## config.mk

```make
export PLATFORM = sky130hd
export DESIGN_NAME = can_upd_classifier
export DESIGN_NICKNAME = d
export VERILOG_FILES = /design/src/rtl/can_upd_pkg.sv /design/src/rtl/cuc_id_filter.sv /design/src/rtl/cuc_checksum.sv /design/src/rtl/cuc_addr_track.sv /design/src/rtl/can_upd_classifier.sv
export SDC_FILE = /design/constraint.sdc
export NUM_CORES = 1
export LEC_CHECK = 0
export CELL_PAD_IN_SITES_DETAIL_PLACEMENT = 1
export CELL_PAD_IN_SITES_GLOBAL_PLACEMENT = 1
export CORE_MARGIN = 2
export CORE_UTILIZATION = 39
export CTS_CLUSTER_SIZE = 20
export DETAILED_ROUTE_END_ITERATION = 12
export HOLD_SLACK_MARGIN = 0.06
export PLACE_DENSITY = 0.89
export SLEW_MARGIN = 25
export SYNTH_ARGS = -nofsm -noshare
export SYNTH_HDL_FRONTEND = slang
export SYNTH_SLANG_ARGS = --single-unit
export TNS_END_PERCENT = 50
```

## constraint.sdc

```tcl
create_clock -name clk -period 3.8 [get_ports clk]
set_input_delay 0.57 -clock clk [delete_from_list [all_inputs] [get_ports clk]]
set_output_delay 0.57 -clock clk [all_outputs]
set_load 0.02 [all_outputs]
```

## src/rtl/can_upd_pkg.sv

```systemverilog
package can_upd_pkg;
    localparam int ID_W      = 29;
    localparam int NODE_W    = 8;
    localparam int NODE_MSB  = 26;
    localparam int DIR_BIT   = 28;
    localparam int CAST_BIT  = 27;
    localparam int KIND_W    = 8;
    localparam logic [KIND_W-1:0] KIND_CTL = 8'd9;
    localparam logic [KIND_W-1:0] KIND_DAT = 8'd10;
    localparam int FRAME_BYTES = 8;
    localparam int CNT_W       = $clog2(FRAME_BYTES);

    typedef enum logic [1:0] {
        CLS_NONE = 2'd0,
        CLS_CTL  = 2'd1,
        CLS_DAT  = 2'd2
    } cls_e;

    typedef enum logic [1:0] {
        ST_IDLE   = 2'd0,
        ST_STREAM = 2'd1,
        ST_CTRL   = 2'd2
    } st_e;
endpackage

```

## src/rtl/cuc_id_filter.sv

```systemverilog
module cuc_id_filter
    import can_upd_pkg::*;
(
    input  logic              valid,
    input  logic [ID_W-1:0]   id,
    input  logic [NODE_W-1:0] node_id,
    output cls_e              cls
);
    logic from_host;
    logic for_me;
    logic [KIND_W-1:0] kind;

    always_comb begin
        from_host = (id[DIR_BIT] == 1'b0);
        for_me    = (id[CAST_BIT] == 1'b0) ||
                    (id[NODE_MSB -: NODE_W] == node_id);
        kind      = id[KIND_W-1:0];
        cls       = CLS_NONE;
        if (valid && from_host && for_me) begin
            unique case (kind)
                KIND_CTL: cls = CLS_CTL;
                KIND_DAT: cls = CLS_DAT;
                default:  cls = CLS_NONE;
            endcase
        end
    end
endmodule

```

## src/rtl/cuc_checksum.sv

```systemverilog
module cuc_checksum #(
    parameter int SUM_W = 32
) (
    input  logic             clk,
    input  logic             rst_n,
    input  logic             add_en,
    input  logic [7:0]       add_byte,
    input  logic             clr,
    output logic [SUM_W-1:0] sum
);
    always_ff @(posedge clk or negedge rst_n) begin
        if (!rst_n)      sum <= '0;
        else if (clr)    sum <= '0;
        else if (add_en) sum <= sum + SUM_W'(add_byte);
    end

    AST_SUM_CLEARED: assert property (@(posedge clk) disable iff (!rst_n)
        clr |=> (sum == '0));
    AST_SUM_ADDS: assert property (@(posedge clk) disable iff (!rst_n)
        (add_en && !clr) |=> (sum == $past(sum) + SUM_W'($past(add_byte))));
endmodule

```

## src/rtl/cuc_addr_track.sv

```systemverilog
module cuc_addr_track #(
    parameter int ADDR_W = 24
) (
    input  logic              clk,
    input  logic              rst_n,
    input  logic              step,
    input  logic              commit,
    input  logic              rewind,
    output logic [ADDR_W-1:0] addr
);
    logic [ADDR_W-1:0] blk_start;

    always_ff @(posedge clk or negedge rst_n) begin
        if (!rst_n) begin
            addr      <= '0;
            blk_start <= '0;
        end else begin
            if (rewind)      addr <= blk_start;
            else if (step)   addr <= addr + 1'b1;
            if (commit)      blk_start <= addr;
        end
    end

    AST_REWIND_TO_START: assert property (@(posedge clk) disable iff (!rst_n)
        rewind |=> (addr == $past(blk_start)));
    AST_ADDR_STEP: assert property (@(posedge clk) disable iff (!rst_n)
        (step && !rewind) |=> (addr == $past(addr) + 1'b1));
    AST_COMMIT_HOLDS: assert property (@(posedge clk) disable iff (!rst_n)
        (commit && !step) |=> (addr == $past(addr)));
endmodule

```

## src/rtl/can_upd_classifier.sv

```systemverilog
module can_upd_classifier
    import can_upd_pkg::*;
#(
    parameter int          ADDR_W   = 24,
    parameter logic [31:0] CHK_CODE = 32'h0000_0001
) (
    input  logic              clk,
    input  logic              rst_n,
    input  logic [7:0]        node_id,
    input  logic              frm_valid,
    input  logic [28:0]       frm_id,
    input  logic [63:0]       frm_data,
    output logic              byte_valid,
    output logic [7:0]        byte_data,
    output logic [ADDR_W-1:0] byte_addr,
    output logic              ctl_valid,
    output logic [31:0]       ctl_type,
    output logic [31:0]       ctl_msg,
    output logic              sum_ok,
    output logic              sum_bad
);
    localparam int WORD_W = FRAME_BYTES * 8;

    st_e               state, nstate;
    cls_e              cls;
    logic [CNT_W-1:0]  cnt;
    logic [WORD_W-1:0] hold;
    logic [31:0]       run_sum;
    logic              is_chk;

    cuc_id_filter i_filter (
        .valid   (frm_valid),
        .id      (frm_id),
        .node_id (node_id),
        .cls     (cls)
    );

    // next state: T_DATA, T_CTRL, T_STREAM_END, T_CTRL_END
    always_comb begin
        nstate = state;
        unique case (state)
            ST_IDLE: begin
                if (cls == CLS_DAT)      nstate = ST_STREAM;
                else if (cls == CLS_CTL) nstate = ST_CTRL;
            end
            ST_STREAM: if (cnt == CNT_W'(FRAME_BYTES - 1)) nstate = ST_IDLE;
            ST_CTRL:   nstate = ST_IDLE;
            default:   nstate = ST_IDLE;
        endcase
    end

    always_ff @(posedge clk or negedge rst_n) begin
        if (!rst_n) begin
            state <= ST_IDLE;
            cnt   <= '0;
            hold  <= '0;
        end else begin
            state <= nstate;
            if (state == ST_IDLE && cls != CLS_NONE) hold <= frm_data;
            if (state == ST_STREAM) cnt <= cnt + 1'b1;
            else                    cnt <= '0;
        end
    end

    always_comb begin
        byte_valid = 1'b0;
        byte_data  = '0;
        ctl_valid  = 1'b0;
        ctl_type   = '0;
        ctl_msg    = '0;
        is_chk     = 1'b0;
        sum_ok     = 1'b0;
        sum_bad    = 1'b0;
        unique case (state)
            ST_STREAM: begin
                byte_valid = 1'b1;
                byte_data  = hold[WORD_W - 1 - 8*int'(cnt) -: 8];
            end
            ST_CTRL: begin
                ctl_valid = 1'b1;
                ctl_type  = hold[63:32];
                ctl_msg   = hold[31:0];
                is_chk    = (hold[63:32] == CHK_CODE);
                sum_ok    = is_chk && (run_sum == hold[31:0]);
                sum_bad   = is_chk && (run_sum != hold[31:0]);
            end
            default: ;
        endcase
    end

    cuc_checksum #(.SUM_W(32)) i_sum (
        .clk      (clk),
        .rst_n    (rst_n),
        .add_en   (byte_valid),
        .add_byte (byte_data),
        .clr      (is_chk),
        .sum      (run_sum)
    );

    cuc_addr_track #(.ADDR_W(ADDR_W)) i_addr (
        .clk    (clk),
        .rst_n  (rst_n),
        .step   (byte_valid),
        .commit (sum_ok),
        .rewind (sum_bad),
        .addr   (byte_addr)
    );

    AST_FLAG_EXCL: assert property (@(posedge clk) disable iff (!rst_n)
        $onehot0({sum_ok, sum_bad}));
    AST_FLAG_WITH_CTL: assert property (@(posedge clk) disable iff (!rst_n)
        (sum_ok || sum_bad) |-> ctl_valid);
    AST_KIND_EXCL: assert property (@(posedge clk) disable iff (!rst_n)
        !(byte_valid && ctl_valid));
    AST_CTL_ONE_CYCLE: assert property (@(posedge clk) disable iff (!rst_n)
        ctl_valid |=> !ctl_valid);
    AST_STREAM_RUN: assert property (@(posedge clk) disable iff (!rst_n)
        (byte_valid && cnt != CNT_W'(FRAME_BYTES - 1)) |=> byte_valid);
    AST_STREAM_STOP: assert property (@(posedge clk) disable iff (!rst_n)
        (byte_valid && cnt == CNT_W'(FRAME_BYTES - 1)) |=> !byte_valid);
endmodule

```

==> reports/results.ini <==
[clocking]
clk_pin_slew_ns = 0.07
insertion_delay_ns = 0.43
cts_tree = built
cts_setup_buffers = 0
cts_resized = 0
ctsHoldBuffers = 0
cts-buffers-inserted = 17
cts_sinks = 149
htree_num_levels = 4
cts_buffer_depth = 2
cts_root_buf = clkbuf_16

[synthesis]
syn_area_um2 = 8180
synth_top_cell_area_share = 0.456
yosysSeqAreaShare = 0.456
synth_seq_cells = 149
synth_cell_types = 53
avgSynthCellArea_um2 = 11.3
netlist_top_cells_area = dfrtp_1, mux2_2, and2_1
yosysWarningCount = 0
syn-num-nets = 841
postSynthCellCount = 723
synth_area_leader_cell = dfrtp_1

[critical_path]
crit_cells = 10
crit_path_cell_trace = mux4_2 -> mux2i_1 -> nor2_1 -> ha_1 -> a21o_1 -> a21oi_1 -> o21ai_1 -> and2_0 -> nand4_1 -> mux2i_1
slowest_stage = dfrtp_1
regToRegSetupSlack_ns = 0.20
reg2reg_from = cnt[1]
cp_common_cell = mux2i_1
reg2reg_depth = 10
endpoint = i_sum.sum[19]
cp.required_ns = 4.13
critPathMaxStageDelay_ns = 0.83
r2r_end = i_sum.sum[19]
worstPathBufferInverterCount = 0
worstSetupPathType = flop to flop
worst_setup_path_start_kind = flop
critPathLaunch = cnt[1]
crit_path_end_kind = flop
crit_fanout = 17
cp.arrival_ns = 3.93
cpLargestDelayFamily = multiplexers

[sta]
finalHoldViolCount = 0
grt_setup_unrepaired = no
timing.fmax_mhz = 278
fin_crit_ns = 3.60
setup_slack_ns = 0.198
setup_viol = 0
drv_slew = 0
setup_tns_ns = 0
tightest_slew_ns = 0.845
slew_headroom = 0.437
finalCritPeriodShare = 0.948
skew_ns = 0.0144

[place]
dp.cells = 1161
place_hpwl_um = 18500
portBuffers = 192
place_ws_ns = 0.446
gp_congestion = 0.905

[global_route]
grt_max_degree = 87
grt_antenna_before_repair = 0
grt-ovfl-total = 0
grt_pass1_vias = 7443
grtUsageTotal = 0.260
grt_pass1_wl_um = 43900

[detailed_routing]
first_pass_iters = 4
dr_total_vias = 6824
via_per_inst = 5.72
dr.first_iter.drc_count = 438
post_drt_wl_per_cell_um = 23.1
drc = 0
wl_um = 27600
drtAntennaViolNets = 0

[status]
status = finished clean

[finish]
final_common_cell = clkdlybuf4s50_1
final_cell_mix = clkdlybuf4s50_1, dfrtp_1, mux2_2
fin_cells = 1193
area_growth_pct = 34.6
num_antenna_cells = 0
drive_above_1_share = 0.178
nets = 1028

[die]
die-area_um2 = 22200
die_w_um = 149
die_h_um = 149
start_util = 0.401
io_pins = 204
core_um2 = 20400
rows = 52

[worst_hold_path]
hp-class = input pin to asynchronous set/reset pin

[run]
drv_cap = 0

[power_and_ir_drop]
powerDensity_nw_per_um2 = 327
leakagePower_nw = 4.96
ir_drop_mv = 0.247

-- per-layer routing --
layer | vias up | track usage | routed length (um)
met4 | 0 | 0.110 | 929
met5 | - | 0 | 0
li1 | 2957 | - | -
met1 | 3491 | 0.318 | 10900
met2 | 313 | 0.432 | 13700
met3 | 63 | 0.0746 | 2060
-- flip-flops by register name, indices dropped and copies added, names as in the netlist --
name and count:
hold 64, state 2, cnt 3, i_addr.addr 24, i_sum.sum 32, i_addr.blk_start 24
-- logic make-up (layout without fill, tap and decap cells) --
logic type	after synthesis	in the layout	synth area share
compound gates	56	56	0.0419
xor+xnor	70	70	0.0767
fa+ha+maj	14	14	0.0223
buf+inv	42	242	0.0246
flops	149	149	0.456
mux	124	124	0.199
simple gates	268	268	0.180
-- Yosys cell counts, drive strengths merged --
library cell / number
buf: 9
a21o: 5
nand3b: 2
o21ai: 19
a21oi: 16
o2bb2ai: 1
a31oi: 1
mux2i: 18
nor3b: 1
fa: 1
dfrtp: 149
or3: 6
and3: 14
and4: 6
xnor2: 47
xor2: 23
clkbuf: 28
nand3: 34
or4: 1
nand4: 28
nor4: 11
nand2b: 1
a211oi: 1
inv: 5
mux2: 90
and2: 70
nor4b: 3
o211ai: 4
nand2: 41
nor2: 42
ha: 13
o31ai: 1
nor2b: 1
nor3: 5
or2: 2
a211o: 3
mux4: 16
a221oi: 1
a21boi: 2
a221o: 1
a22o: 1
-- worst reg2reg max path, cell delays in order, from the launching register on --
cell and delay, ns:
dfrtp_1 0.83, mux4_2 0.46, mux2i_1 0.26, nor2_1 0.15, ha_1 0.32, a21o_1 0.16, a21oi_1 0.34, o21ai_1 0.17
and2_0 0.30, nand4_1 0.19, mux2i_1 0.31
-- final cells by class --
| type | instances | area, um^2 |
|---|---|---|
| Clock buffer | 18 | 439 |
| Timing Repair Buffer | 205 | 2070 |
| Sequential cell | 149 | 3730 |
| Tap cell | 270 | 338 |
| Inverter | 5 | 18.8 |
| Multi-Input combinational cell | 532 | 4270 |
| Fill cell | 2150 | 9420 |
| Clock inverter | 14 | 153 |
-- stage by stage --
step | util | instance area [um^2] | hold WS [ns] | power (W)
2_1_floorplan | - | 8180 | 0.274 | 0.00172
3_3_place_gp | 0.510 | 10400 | 0.457 | 0.00188
3_5_place_dp | 0.510 | 10400 | 0.479 | 0.00189
4_1_cts | 0.539 | 11000 | 0.247 | 0.00364
5_1_grt | 0.539 | 11000 | 0.267 | 0.00372
6_report | 0.539 | 11000 | 0.210 | 0.00360
-- worst min path at each step --
stage	startpoint	end	slack [ns]	cells past startpoint
finish	rst_n	i_addr.blk_start[10]	0.21	1
global route	rst_n	i_addr.blk_start[9]	0.27	1
CTS	rst_n	i_addr.addr[3]	0.25	1
detailed placement	i_addr.blk_start[21]	i_addr.addr[21]	0.48	1
global placement	i_addr.blk_start[0]	i_addr.addr[0]	0.46	1
floorplan	rst_n	cnt[0]	0.27	0
-- power by group --
part | internal (W) | switching [W]
clock network | 0.000952 | 0.000782
registers | 0.00161 | 0.0000323
logic | 0.000136 | 0.0000965
total | 0.00269 | 0.000911
No activity file was read; power rests on OpenSTA's default activity.
